--- src/rtl/wdog_pkg.sv ---
`timescale 1ns/1ps
package wdog_pkg;
  localparam int ADDR_W  = 3;
  localparam int DATA_W  = 8;
  localparam int N_FLAGS = 6;

  localparam logic [ADDR_W-1:0] ADR_THR   = 3'd0;
  localparam logic [ADDR_W-1:0] ADR_CTRL  = 3'd1;
  localparam logic [ADDR_W-1:0] ADR_CAUSE = 3'd2;
  localparam logic [ADDR_W-1:0] ADR_VER   = 3'd3;

  localparam int FB_HOST   = 0;
  localparam int FB_BUTTON = 1;
  localparam int FB_WDOG   = 2;
  localparam int FB_PWR    = 3;
  localparam int FB_THERM  = 4;
  localparam int FB_AUTO   = 5;
endpackage

--- src/rtl/wdog_regs.sv ---
`timescale 1ns/1ps
module wdog_regs
  import wdog_pkg::*;
#(
  parameter int              IDX_W     = 4,
  parameter logic [DATA_W-1:0] THR_RESET = 8'h0F,
  parameter logic [DATA_W-1:0] VERSION   = 8'h21
) (
  input  logic               clk,
  input  logic               rst_n,
  input  logic [ADDR_W-1:0]  addr,
  input  logic               wr,
  input  logic               rd,
  input  logic [DATA_W-1:0]  wdata,
  input  logic [N_FLAGS-1:0] flag_set,
  output logic [DATA_W-1:0]  rdata,
  output logic [IDX_W-1:0]   thr_idx,
  output logic               enable,
  output logic               restart
);
  logic [DATA_W-1:0]  thr_q, thr_d;
  logic [DATA_W-1:0]  ctrl_q, ctrl_d;
  logic [N_FLAGS-1:0] cause_q, cause_d;
  logic [DATA_W-1:0]  rdata_d, rd_mux;
  logic               wr_thr, wr_ctrl, wr_cause;

  always_comb begin
    wr_thr   = wr && (addr == ADR_THR);
    wr_ctrl  = wr && (addr == ADR_CTRL);
    wr_cause = wr && (addr == ADR_CAUSE);
    thr_d    = wr_thr  ? wdata : thr_q;
    ctrl_d   = wr_ctrl ? ctrl_q ^ (ctrl_q ^ wdata) : ctrl_q;
    cause_d  = (cause_q & ~(wr_cause ? wdata[N_FLAGS-1:0] : '0)) | flag_set;
    case (addr)
      ADR_THR:   rd_mux = thr_q;
      ADR_CTRL:  rd_mux = ctrl_q;
      ADR_CAUSE: rd_mux = DATA_W'(cause_q);
      ADR_VER:   rd_mux = VERSION;
      default:   rd_mux = '0;
    endcase
    rdata_d = rd ? rd_mux : '0;
    restart = wr_thr | wr_ctrl;
  end

  always_ff @(posedge clk or negedge rst_n) begin
    if (!rst_n) begin
      thr_q   <= THR_RESET;
      ctrl_q  <= '0;
      cause_q <= '0;
      rdata   <= '0;
    end else begin
      thr_q   <= thr_d;
      ctrl_q  <= ctrl_d;
      cause_q <= cause_d;
      rdata   <= rdata_d;
    end
  end

  assign thr_idx = thr_q[IDX_W-1:0];
  assign enable  = ctrl_q[0];
endmodule

--- src/rtl/wdog_timer.sv ---
`timescale 1ns/1ps
module wdog_timer #(
  parameter int TICK_DIV   = 250000,
  parameter int BASE_TICKS = 15,
  parameter int IDX_W      = 4,
  parameter int PULSE_CYC  = 16
) (
  input  logic             clk,
  input  logic             rst_n,
  input  logic             run_en,
  input  logic             restart,
  input  logic [IDX_W-1:0] idx,
  output logic             expire,
  output logic             rst_req
);
  localparam int PRE_W = $clog2(TICK_DIV + 1);
  localparam int CNT_W = $clog2(BASE_TICKS + 1) + (1 << IDX_W) - 1;
  localparam int PUL_W = $clog2(PULSE_CYC + 1);

  logic [PRE_W-1:0] presc_q, presc_d;
  logic [CNT_W-1:0] cnt_q, cnt_d, cnt_inc, limit;
  logic [PUL_W-1:0] pulse_q, pulse_d;
  logic             halt_q, halt_d;
  logic             tick;

  always_comb begin
    limit   = CNT_W'(BASE_TICKS) << idx;
    cnt_inc = cnt_q + CNT_W'(1);
    tick    = (presc_q == PRE_W'(TICK_DIV - 1));
    presc_d = presc_q;
    cnt_d   = cnt_q;
    halt_d  = halt_q;
    expire  = 1'b0;
    pulse_d = (pulse_q != '0) ? pulse_q - PUL_W'(1) : '0;
    if (restart) begin
      presc_d = '0;
      cnt_d   = '0;
      halt_d  = 1'b0;
    end else if (!run_en) begin
      presc_d = '0;
      cnt_d   = '0;
    end else if (!halt_q) begin
      if (tick) begin
        presc_d = '0;
        if (cnt_inc >= limit) begin
          expire  = 1'b1;
          halt_d  = 1'b1;
          cnt_d   = '0;
          pulse_d = PUL_W'(PULSE_CYC);
        end else begin
          cnt_d = cnt_inc;
        end
      end else begin
        presc_d = presc_q + PRE_W'(1);
      end
    end
  end

  always_ff @(posedge clk or negedge rst_n) begin
    if (!rst_n) begin
      presc_q <= '0;
      cnt_q   <= '0;
      halt_q  <= 1'b0;
      pulse_q <= '0;
    end else begin
      presc_q <= presc_d;
      cnt_q   <= cnt_d;
      halt_q  <= halt_d;
      pulse_q <= pulse_d;
    end
  end

  assign rst_req = (pulse_q != '0);
endmodule

--- src/rtl/pow2_wdog.sv ---
`timescale 1ns/1ps
module pow2_wdog
  import wdog_pkg::*;
#(
  parameter int                TICK_DIV   = 250000,
  parameter int                BASE_TICKS = 15,
  parameter int                IDX_W      = 4,
  parameter int                PULSE_CYC  = 16,
  parameter logic [DATA_W-1:0] THR_RESET  = 8'h0F,
  parameter logic [DATA_W-1:0] VERSION    = 8'h21
) (
  input  logic              clk,
  input  logic              rst_n,
  input  logic [ADDR_W-1:0] bus_addr,
  input  logic              bus_wr,
  input  logic              bus_rd,
  input  logic [DATA_W-1:0] bus_wdata,
  output logic [DATA_W-1:0] bus_rdata,
  input  logic              evt_host,
  input  logic              evt_button,
  input  logic              evt_therm,
  input  logic              evt_autooff,
  input  logic              pwr_fail_in,
  output logic              wdog_rst_req
);
  logic [1:0]         rs_q;
  logic               rst_int_n;
  logic [IDX_W-1:0]   thr_idx;
  logic               enable, restart, expire;
  logic [N_FLAGS-1:0] flag_set;

  always_ff @(posedge clk or negedge rst_n) begin
    if (!rst_n) rs_q <= 2'b00;
    else        rs_q <= {rs_q[0], 1'b1};
  end
  assign rst_int_n = rs_q[1];

  always_comb begin
    flag_set            = '0;
    flag_set[FB_HOST]   = evt_host;
    flag_set[FB_BUTTON] = evt_button;
    flag_set[FB_WDOG]   = expire;
    flag_set[FB_PWR]    = pwr_fail_in;
    flag_set[FB_THERM]  = evt_therm;
    flag_set[FB_AUTO]   = evt_autooff;
  end

  wdog_regs #(
    .IDX_W(IDX_W), .THR_RESET(THR_RESET), .VERSION(VERSION)
  ) u_regs (
    .clk(clk), .rst_n(rst_int_n), .addr(bus_addr), .wr(bus_wr), .rd(bus_rd),
    .wdata(bus_wdata), .flag_set(flag_set), .rdata(bus_rdata),
    .thr_idx(thr_idx), .enable(enable), .restart(restart)
  );

  wdog_timer #(
    .TICK_DIV(TICK_DIV), .BASE_TICKS(BASE_TICKS), .IDX_W(IDX_W), .PULSE_CYC(PULSE_CYC)
  ) u_timer (
    .clk(clk), .rst_n(rst_int_n), .run_en(enable), .restart(restart),
    .idx(thr_idx), .expire(expire), .rst_req(wdog_rst_req)
  );
endmodule

--- config.mk ---
export PLATFORM = sky130hd
export DESIGN_NAME = pow2_wdog
export DESIGN_NICKNAME = d
export VERILOG_FILES = /design/src/rtl/wdog_pkg.sv /design/src/rtl/wdog_regs.sv /design/src/rtl/wdog_timer.sv /design/src/rtl/pow2_wdog.sv
export SDC_FILE = /design/constraint.sdc
export NUM_CORES = 1
export LEC_CHECK = 0
export ABC_CLOCK_PERIOD_IN_PS = 2500
export BUFFER_PORTS_ARGS = -buffer_cell sky130_fd_sc_hd__buf_2
export CAP_MARGIN = 10
export CELL_PAD_IN_SITES_DETAIL_PLACEMENT = 0
export CELL_PAD_IN_SITES_GLOBAL_PLACEMENT = 1
export CORE_MARGIN = 2
export CORE_UTILIZATION = 30
export DETAILED_ROUTE_END_ITERATION = 10
export GPL_TIMING_DRIVEN = 1
export MAX_ROUTING_LAYER = met4
export PLACE_DENSITY = 0.52
export SKIP_CTS_REPAIR_TIMING = 1
export SYNTH_ARGS = -nofsm -noshare
export SYNTH_HDL_FRONTEND = slang
export SYNTH_HIERARCHICAL = 1
export SYNTH_SLANG_ARGS = --single-unit
--- constraint.sdc ---
create_clock -name clk -period 2.5 [get_ports clk]
set_input_delay 0.5 -clock clk [delete_from_list [all_inputs] [get_ports clk]]
set_output_delay 0.5 -clock clk [all_outputs]
set_load 0.05 [all_outputs]
Word level (Yosys, flattened, before mapping):

Cells that the tools add are included.

* memory bits (read-only): 0
* bits of input ports: 20
* latch bits: 0
* bits in registers: 75
* memories: 0
* logic and storage cells: 59
* bits in writable memories: 0

* div/mod/pow operators: 0
* mux-type cells: 26
* order comparisons: 1
* $mul: 0
* bitwise operators: 6
* reductions and logical operators: 7
* add/subtract/negate cells: 3
* eq/ne operators: 6
* shift-type cells: 1

Operators with widths (count)
* two-way mux 19 bit: 5
* two-way mux 18 bit: 4
* case mux 8 bit (4 select lines): 1
* two-way mux 5 bit: 6
* adder 19 x 1 -> 19 bit (second input constant): 1
* greater-or-equal comparator 19 bit: 1
* << shifter 4 x 4 -> 19 bit (first input constant): 1
* adder 18 x 1 -> 18 bit (second input constant): 1
* equality test 18 bit (second input constant): 1
* XOR 8 bit: 2
* two-way mux 1 bit: 8
* two-way mux 8 bit: 1
* AND 6 bit: 1
* equality test 3 x 2 -> 1 bit (second input constant): 2
* two-way mux 6 bit: 1
* inequality test 3 bit (second input constant): 2
* NOT 6 bit: 1
* bitwise OR 6 bit: 1
* nonzero test 5 bit: 1
* subtractor 5 x 1 -> 5 bit (second input constant): 1
* equality test 3 x 1 -> 1 bit (second input constant): 1
* logical AND 1 bit: 3
* logical NOT 3 bit: 1
* AND reduction 2 bit: 1
* 2 further kinds: 2

Longest topological paths before layout:

Gate-level depths: netlist (run 1).

* depth in word-level cells: 8
* depth in mapped cells: 15

Modules after synthesis:

Netlist (run 1), hierarchy kept.

Modules (own cells, without submodules)
* wdog_timer: seq. area each 1076.0 µm², area each 2934.1 µm², instances 1, cells an instance 342
* wdog_regs: seq. area each 755.7 µm², area each 1367.6 µm², instances 1, cells an instance 100
* pow2_wdog: seq. area each 50.0 µm², area each 53.8 µm², instances 1, cells an instance 3

Worst setup path before layout (run 1):

No wires, ideal clock.

* path kind: reg2reg
* start: register u_timer.cnt_q[0]
* end: register u_timer.cnt_q[18]
* buffers on the path: 2
* setup slack: -0.833 ns
* library setup time: 0.118 ns
* arrival: 3.215 ns
* stages on the path, launching flop included: 16
* cells stage by stage: dfrtp_1 ha_1 nand3_1 nor2_1 nand3_1 o21a_1 or2_2 ha_1 nand3_1 or4_1 o32ai_1 or4_1 buf_6 buf_6 a21oi_2 a21o_1

* longest elaborated chain between the ends: 7

Ends and longest elaborated chain
* from (decl): line wdog_timer.sv:21 `logic [CNT_W-1:0] cnt_q, cnt_d, cnt_inc, limit;`
* from (signal assigned): line wdog_timer.sv:67 `cnt_q <= cnt_d;`
* adder 19 x 1 -> 19 bit *: line wdog_timer.sv:28 `cnt_inc = cnt_q + CNT_W'(1);`
* greater-or-equal comparator 19 bit: line wdog_timer.sv:45 `if (cnt_inc >= limit) begin`
* two-way mux 19 bit *: line wdog_timer.sv:45
* two-way mux 19 bit *: line wdog_timer.sv:43 `if (tick) begin`
* two-way mux 19 bit *: line wdog_timer.sv:42 `end else if (!halt_q) begin`
* two-way mux 19 bit *: line wdog_timer.sv:39 `end else if (!run_en) begin`
* two-way mux 19 bit *: line wdog_timer.sv:35 `if (restart) begin`

Mark *: on every way between the ends. The rest lies on a longest branch, timed or not. The select of a mux whose other input is x is not followed.
A chain may end at the register's enable or synchronous reset.

Worst setup path in the final report (run 1):

Same ends and word-level chain as after synthesis.

==> results of run 1 <==
## through the flow
stage | util (%) | setup TNS [ns] | setup slack [ns] | std cells
final | 41.2 | -19.22 | -0.804 | 748
after global routing | 41.2 | -23.09 | -0.955 | 748
after CTS | 39.1 | -19.65 | -0.828 | 738
after detailed placement | 37.1 | -19.06 | -0.807 | 722
after global placement | 37.1 | -18.03 | -0.771 | 722
after floorplan | - | -10.41 | -0.513 | 445
## where the power goes
group          switching (W)  internal, W
combinational       0.000372     0.000360
clock               0.000573     0.000688
sequential         0.0000650      0.00130
## critical path, stage by stage, from the launching register on
cell and delay, ns:
dfrtp_1 0.42, ha_4 0.18, nand3_4 0.09, nor2_4 0.15
buf_6 0.12, nand3_4 0.06, o21a_1 0.20, or2_4 0.27
ha_4 0.28, nand3_4 0.06, or4_4 0.54, o32ai_4 0.30
or4_4 0.20, buf_6 0.14, a21oi_2 0.04, a21o_1 0.15
## cell type report
cell class              count  area [um^2]  area share [%]
inverters                  15         56.3           0.951
repair buffers            123          880            14.9
clock buffers               9          225            3.80
clock inverters             7         60.1            1.01
multi-input cells         335         2580            43.6
flip-flops and latches     75         1890            31.8
well taps                 184          230            3.89
## layer usage
layer  up-vias  global-route usage, %
li1       1778                      -
met1      1713                   19.1
met4         0                   4.96
met2        32                   24.2
met5         -                      -
met3        11                   3.44
## state kept, by name, indices dropped and copies added, names as in the netlist
register and count:
u_regs/cause_q 6, u_timer/pulse_q 5, u_regs/thr_q 8, u_regs/rdata 8
u_regs/ctrl_q 8, u_timer/halt_q 1, rs_q 2, u_timer/presc_q 18
u_timer/cnt_q 19
## cell families after synthesis
| family | Yosys count | synth area share, % |
|---|---|---|
| other | 1 | 0.0861 |
| xor gates and xnor gates | 27 | 5.43 |
| and+or+nand+nor | 190 | 23.0 |
| buffers and inverters | 35 | 4.11 |
| AOI/OAI and AO/OA | 72 | 10.6 |
| DFF | 75 | 43.2 |
| adders and majority gates | 24 | 6.89 |
| muxes | 21 | 6.72 |
## cells in the mapped netlist (all sizes together) (3+ instances only)
library cell	n
nand2	54
nor3	7
mux2i	3
or3	4
inv	15
and4	4
xor2	14
clkbuf	9
nand3	18
ha	24
dfstp	4
xnor2	13
a21o	15
and3	4
o21ai	19
or4	4
a211oi	9
nand2b	21
mux2	18
a21oi	14
or2	8
dfrtp	71
nor2b	13
o21a	4
buf	11
nor2	30
nand4	12
## how the worst max path moves through the flow
| stage | start | to | slack (ns) | depth (start not counted) |
|---|---|---|---|---|
| after global routing | u_timer/cnt_q[0] | u_timer/cnt_q[16] | -0.96 | 14 |
| after global placement | u_timer/cnt_q[0] | u_timer/cnt_q[8] | -0.77 | 14 |
| final | u_timer/cnt_q[0] | u_timer/cnt_q[18] | -0.80 | 15 |
| after detailed placement | u_timer/cnt_q[1] | u_timer/cnt_q[13] | -0.81 | 14 |
| after CTS | u_timer/cnt_q[1] | u_timer/cnt_q[13] | -0.83 | 14 |
| after floorplan | u_timer/cnt_q[0] | u_timer/cnt_q[16] | -0.51 | 15 |
==> impl_metrics.ini, run 1 <==
[setup_path]
r2r_start = u_timer/cnt_q[0]
crit_path_start_kind = flop
critical_path_class = reg2reg
timing.rr.end = u_timer/cnt_q[18]
worstPathArrival_ns = 3.54
crit_path_max_fanout = 7
crit_required_ns = 2.74
rrSetupSlack_ns = -0.80
ff2ff_path_depth = 15
setup.worst_path.end_class = flop

[detailed_routing]
totalWireLength_um = 11100
drt-met1-wl_um = 5130
ant_nets = 0
post_drt_wl_per_cell_um = 14.8
vias_per_cell = 4.72
met3_length_um = 261
vias = 3534
drc_errors = 0
first_pass_iters = 4
top_layer = met4
dr_wl_met2_um = 5520
drtIter0Drc = 128

[sta]
skew_ns = 0.00767
fmax_mhz = 303
worstMarginPinSlew_ns = 0.693
drv_slew = 0
post-route-period-util_pct = 132
final_hold_viol_count = 0
setup_slack_ns = -0.804
rsz0062_at_grt = true
finalCriticalPeriod_ns = 3.30
fin_hold_ws_ns = 0.184
slew_headroom_pct = 53.3
setup_viol = 26

[place]
port_buffers = 28
placed_cell_area_um2 = 5330
dp_hpwl_um = 7880
place_congestion = 0.812

[logic_synthesis]
ys_ff_latch = 75
ys.flop_type = dfrtp_1
synth-seq-area-share_pct = 43.2
syn_inst = 445
ys_warn_count = 6
syn_avg_cell_area_um2 = 9.79
yosys.area.top_type_share_pct = 40.8
synth.largest_area_cell = dfrtp_1
synth_cell_type_count = 51
netlist_area_um2 = 4360
syn-num-nets = 489
synth_area_leaders = dfrtp_1 (41%), ha_1 (6.9%), mux2_4 (5.5%)
synth_edf_count = 0
synthArstFlopShare_pct = 100

[clock_network]
tritoncts = built
clk_latency_ns = 0.34
cts_buffer_depth = 2
cts_buffers = 9
h-tree-depth = 3
cts.sink_count = 75
clk_pin_slew_ns = 0.07
cts_root_buf = clkbuf_16

[power]
ir_drop_uv = 380
p_per_area_nw_per_um2 = 567
leakage_nw = 2.80
total_power_w = 0.00336

[finish]
diodes = 0
drive_gt1_share_pct = 37.9
layout.cells.most_common = buf_4
final_cell_mix = buf_4 (90), dfrtp_1 (70), nand2_1 (51)
final_area_um2 = 5920
final.fill_count = 1415
synthToLayoutAreaGrowth_pct = 35.9
num-nets-final = 603

[global_routing]
grt_pass1_wl_um = 18100
grt_usage_pct = 15.1
grt_pass1_vias = 3567
overflow = 0
grt_antenna_before_repair = 0
grt_start_max_net_pins = 60

[run]
maxCapViolations = 0

[die]
fp.coreArea_um2 = 14400
die_h_um = 124
io_pins = 29
rows = 44
die_area_um2 = 15500
die_width_um = 124
initial_core_util_pct = 30.3

[outcome]
outcome = finished with violations
violations = negative setup slack

[hold_path]
worstHoldPathType = reg2async
(Power assumes the default switching activity.)
==> inputs of run 2 (changes only) <==
==> constraint.sdc (replaced) <==
create_clock -name clk -period 2.5 [get_ports clk]
set_input_delay 0.25 -clock clk [delete_from_list [all_inputs] [get_ports clk]]
set_output_delay 0.25 -clock clk [all_outputs]
set_load 0.05 [all_outputs]
==> run 2 against run 1 <==
Against the previous run: the run still ends with negative setup slack left; clock power rose by 15%; sequential power barely moved; non-clock buffer count fell by 4; largest power group is now the clock network; highest routed layer unchanged.
==> impl_metrics.ini, run 2 (same netlist as run 1, synthesis figures left out) <==
[power]
power.switching_w = 0.00101
leakage_nw = 2.81
p_per_area_nw_per_um2 = 598
combPwrFrac_pct = 20.5
total_power_w = 0.00355
switching_share_pct = 28.5
p_clk_share_pct = 40.9
intPower_w = 0.00254
seq_power_share_pct = 38.6
ir_drop_uv = 292

[clock_network]
cts.sink_count = 75
tritoncts = built
cts_root_buf = clkbuf_16
cts_buffer_depth = 2
clk_latency_ns = 0.35
h-tree-depth = 3
clk_pin_slew_ns = 0.07
cts_buffers = 9

[die]
die_width_um = 124
fp.coreArea_um2 = 14400
die_area_um2 = 15500
initial_core_util_pct = 30.3
io_pins = 29
rows = 44
die_h_um = 124

[finish]
fin_util_pct = 41.3
diodes = 0
final.fill_count = 1403
top_register = u_timer/cnt_q
largest_register_ffs = 19
drive_gt1_share_pct = 38.0
final_cell_mix = buf_4 (85), dfrtp_1 (69), nand2_1 (51)
synthToLayoutAreaGrowth_pct = 36.4
reg_top3 = u_timer/cnt_q x19, u_timer/presc_q x18
layout.cells.most_common = buf_4
num-nets-final = 599

[global_routing]
grt_usage_pct = 15.0
grt_antenna_before_repair = 0
grt_pass1_vias = 3485
grt_start_max_net_pins = 31
overflow = 0
grt_pass1_wl_um = 17900

[setup_path]
worstSetupStartpoint = u_timer/cnt_q[1]
r2r_start = u_timer/cnt_q[1]
crit_path_start_kind = flop
crit_path_max_fanout = 8
setup.worst_path.end_class = flop
worstPathArrival_ns = 3.37
crit_required_ns = 2.73
critical_path_class = reg2reg

[detailed_routing]
first_pass_iters = 4
totalWireLength_um = 11000
vias_per_cell = 4.68
ant_nets = 0
drc_errors = 0
post_drt_wl_per_cell_um = 14.7
vias = 3481
drtIter0Drc = 145

[sta]
slew_headroom_pct = 52.5
setup_viol = 26
rsz0062_at_grt = true
worstMarginPinSlew_ns = 0.713
finalCriticalPeriod_ns = 3.14
final_hold_viol_count = 0
drv_slew = 0
setup_slack_ns = -0.640
fmax_mhz = 318
skew_ns = 0.00819
post-route-period-util_pct = 126
fin_setup_tns_ns = -15.13

[place]
port_buffers = 28
place_congestion = 0.763
dp_hpwl_um = 7990

[outcome]
outcome = finished with violations
violations = negative setup slack

[run]
maxCapViolations = 0

[hold_path]
hp-start = pwr_fail_in
worstHoldPathType = in2reg
==> run 2: path summary, 6_finish.rpt <==
path                       depth (start not counted)  slack, ns                end
setup reg to reg                                  15      -0.64   u_timer/cnt_q[9]
hold / removal                                     2       0.07  u_regs/cause_q[3]
max in group asynchronous                          1       1.53   u_timer/cnt_q[2]
hold reg to reg                                    0       0.26    u_regs/rdata[5]
min in group asynchronous                          2       0.21            rs_q[1]
setup / recovery                                  15      -0.64   u_timer/cnt_q[9]
==> run 2: metal layers <==
metal / part of all wire, % / vias to the layer above / GRT usage (%) / routed length [um]
met2: 48 / 28 / 23.7 / 5280
met1: 48 / 1671 / 19.3 / 5280
met4: 1.9 / 0 / 6.35 / 210
li1: - / 1768 / - / -
met3: 1.7 / 14 / 2.32 / 185
met5: 0 / - / - / 0
==> run 2: layout make-up <==
type / instances / area (um^2) / share of cell area (%)
Timing Repair Buffer: 119 / 845 / 14.2
Multi-Input combinational cell: 335 / 2600 / 43.7
Clock buffer: 9 / 225 / 3.79
Sequential cell: 75 / 1890 / 31.8
Clock inverter: 7 / 98.8 / 1.66
Inverter: 15 / 56.3 / 0.948
Tap cell: 184 / 230 / 3.88
==> run 2: power by group through the flow <==
stage	Clock, W	Sequential [W]	Combinational (W)
after detailed placement	0	0.00140	0.000681
after floorplan	0	0.00140	0.000438
after global placement	0	0.00139	0.000679
final	0.00145	0.00137	0.000728
after CTS	0.00150	0.00137	0.000686
after global routing	0.00154	0.00139	0.000811
==> run 2: worst max-delay path: stages, from the launching register on <==
cell and delay [ns]:
dfrtp_1 0.42, ha_4 0.18, nand3_4 0.09, nor2_4 0.15
buf_6 0.12, nand3_4 0.07, o21a_1 0.18, or2_4 0.25
ha_4 0.26, nand3_2 0.09, or4_4 0.45, o32ai_4 0.23
or4_4 0.20, buf_6 0.13, o21bai_1 0.12, nand2_1 0.07
==> run 2: stage by stage <==
stage,instance area [um^2],std cells,worst slack (ns),hold slack [ns]
CTS,5620,735,-0.837,-0.338
global placement,5290,719,-0.803,0.0341
detailed placement,5290,719,-0.802,0.0383
floorplan,4430,445,-0.513,-0.0456
global route,5940,744,-0.800,0.0794
finish,5940,744,-0.640,0.0745
==> inputs of run 3 (changes only) <==
--- a/config.mk
+++ b/config.mk
@@ -5,7 +5,6 @@
 export SDC_FILE = /design/constraint.sdc
 export NUM_CORES = 1
 export LEC_CHECK = 0
-export ABC_CLOCK_PERIOD_IN_PS = 2500
 export BUFFER_PORTS_ARGS = -buffer_cell sky130_fd_sc_hd__buf_2
 export CAP_MARGIN = 10
 export CELL_PAD_IN_SITES_DETAIL_PLACEMENT = 0
@@ -17,7 +16,9 @@
 export MAX_ROUTING_LAYER = met4
 export PLACE_DENSITY = 0.52
 export SKIP_CTS_REPAIR_TIMING = 1
+export SLEW_MARGIN = 20
 export SYNTH_ARGS = -nofsm -noshare
 export SYNTH_HDL_FRONTEND = slang
 export SYNTH_HIERARCHICAL = 1
 export SYNTH_SLANG_ARGS = --single-unit
+export TNS_END_PERCENT = 20
==> run 3 against run 2 <==
Against the previous run: the run still ends with negative setup slack left; core utilization decreased by 1.1 points; non-clock buffer count is 13 lower; critical path depth unchanged; largest cell class unchanged.
==> impl_metrics.ini, run 3 (same netlist as run 1, synthesis figures left out) <==
[outcome]
outcome = finished with violations
violations = negative setup slack

[die]
fp.coreArea_um2 = 14400
die_width_um = 124
die_area_um2 = 15500
die_h_um = 124
rows = 44
initial_core_util_pct = 30.3
io_pins = 29

[power]
leakage_nw = 2.73
combPwrFrac_pct = 21.4
power.switching_w = 0.000977
ir_drop_uv = 437
p_clk_share_pct = 38.5
seq_power_share_pct = 40.2
switching_share_pct = 28.5
p_per_area_nw_per_um2 = 593
intPower_w = 0.00245

[global_routing]
grt_usage_pct = 14.8
grt_pass1_vias = 3475
grt_pass1_wl_um = 17800
grt_start_max_net_pins = 40
overflow = 0
grt_antenna_before_repair = 0

[detailed_routing]
ant_nets = 0
vias_per_cell = 4.73
vias = 3455
post_drt_wl_per_cell_um = 14.8
drc_errors = 0
first_pass_iters = 4
totalWireLength_um = 10800
drtIter0Drc = 118

[finish]
drive_gt1_share_pct = 33.6
final_cell_mix = buf_4 (72), dfrtp_1 (70), nand2_1 (52)
reg_top3 = u_timer/cnt_q x19, u_timer/presc_q x18
synthToLayoutAreaGrowth_pct = 32.8
layout.cells.most_common = buf_4
fin_cells = 731
diodes = 0
num-nets-final = 586
largest_register_ffs = 19
top_register = u_timer/cnt_q

[hold_path]
hp-start = evt_autooff
hold_depth = 2
worstHoldPathType = in2reg

[clock_network]
cts_buffers = 9
cts_buffer_depth = 2
clk_pin_slew_ns = 0.06
tritoncts = built
cts_root_buf = clkbuf_16
clk_latency_ns = 0.35
h-tree-depth = 3
cts.sink_count = 75

[setup_path]
worstPathArrival_ns = 3.42
crit_path_max_fanout = 9
critical_path_class = reg2reg
worstSetupStartpoint = u_timer/cnt_q[1]
r2r_start = u_timer/cnt_q[1]
crit_path_start_kind = flop
crit_required_ns = 2.73
setup.worst_path.end_class = flop
ff2ff_path_depth = 15

[sta]
rsz0062_at_grt = true
fmax_mhz = 313
fin_setup_tns_ns = -16.17
setup_viol = 26
finalCriticalPeriod_ns = 3.19
final_hold_viol_count = 0
setup_slack_ns = -0.690
drv_slew = 0
worstMarginPinSlew_ns = 0.716
slew_headroom_pct = 52.3
skew_ns = 0.00854
post-route-period-util_pct = 128

[place]
place_congestion = 0.793
port_buffers = 28
placedCellCount = 707
dp_hpwl_um = 7730

[run]
maxCapViolations = 0
run 3: cell count changes in the layout (fill, tap and decap cells not counted), moves of 3 or more:
cell / before / now
a21oi_1: 7 / 12
a21oi_2: 6 / 2
buf_4: 85 / 72
buf_6: 5 / 1
o21ai_0: 8 / 11
xnor2_1: 10 / 13
xnor2_2: 3 / 0
run 3: final timing paths:
kind	slack [ns]	end
worst max-delay path	-0.69	u_timer/cnt_q[18]
worst min-delay path	0.08	u_regs/cause_q[5]
worst max register to register	-0.69	u_timer/cnt_q[18]
worst min register to register	0.31	u_timer/presc_q[16]
max in group asynchronous	1.53	u_regs/thr_q[3]
min in group asynchronous	0.22	rs_q[1]
run 3: worst max-delay path, cell delays in order (launching register included):
cell and delay [ns]:
dfrtp_1 0.35, buf_4 0.13, ha_4 0.15, nand3_4 0.09
nor2_4 0.15, nand4_1 0.21, or3_4 0.44, nand2_2 0.09
ha_4 0.14, nand3_2 0.08, or4_4 0.45, o32ai_4 0.23
or4_4 0.22, clkbuf_16 0.17, a21oi_2 0.03, a21o_1 0.14
run 3: final cells by class:
type | instances | area [um^2]
repair buffers | 106 | 792
well taps | 184 | 230
multi-input cells | 335 | 2520
clock inverters | 5 | 63.8
inverters | 15 | 56.3
flip-flops and latches | 75 | 1890
fillers | 1421 | 8590
clock buffers | 11 | 233
run 3: power groups by stage:
| stage | Sequential, W | Clock [W] | Combinational [W] |
|---|---|---|---|
| 2_1_floorplan | 0.00140 | 0 | 0.000438 |
| 3_3_place_gp | 0.00140 | 0 | 0.000685 |
| 3_5_place_dp | 0.00140 | 0 | 0.000695 |
| 4_1_cts | 0.00138 | 0.00137 | 0.000698 |
| 5_1_grt | 0.00139 | 0.00143 | 0.000817 |
| 6_report | 0.00138 | 0.00132 | 0.000732 |
run 3: through the flow:
step           hold slack (ns)  utilization (%)  worst slack (ns)  total power [W]  cell area, um^2
5_1_grt                 0.0578             40.2            -0.835          0.00363             5780
2_1_floorplan          -0.0456                -            -0.513          0.00184             4430
4_1_cts                 -0.341             38.4            -0.750          0.00344             5520
6_report                0.0761             40.2            -0.690          0.00343             5780
3_3_place_gp            0.0364             36.4            -0.713          0.00208             5230
3_5_place_dp            0.0364             36.4            -0.729          0.00209             5230
run 3: routing by layer:
metal | wire, um | vias up | share of wire, % | GRT usage (%)
met5 | 0 | - | 0 | -
met4 | 197 | 0 | 1.8 | 5.29
met3 | 282 | 12 | 2.6 | 3.39
met2 | 5040 | 48 | 46 | 21.9
met1 | 5330 | 1654 | 49 | 19.9
li1 | - | 1741 | - | -
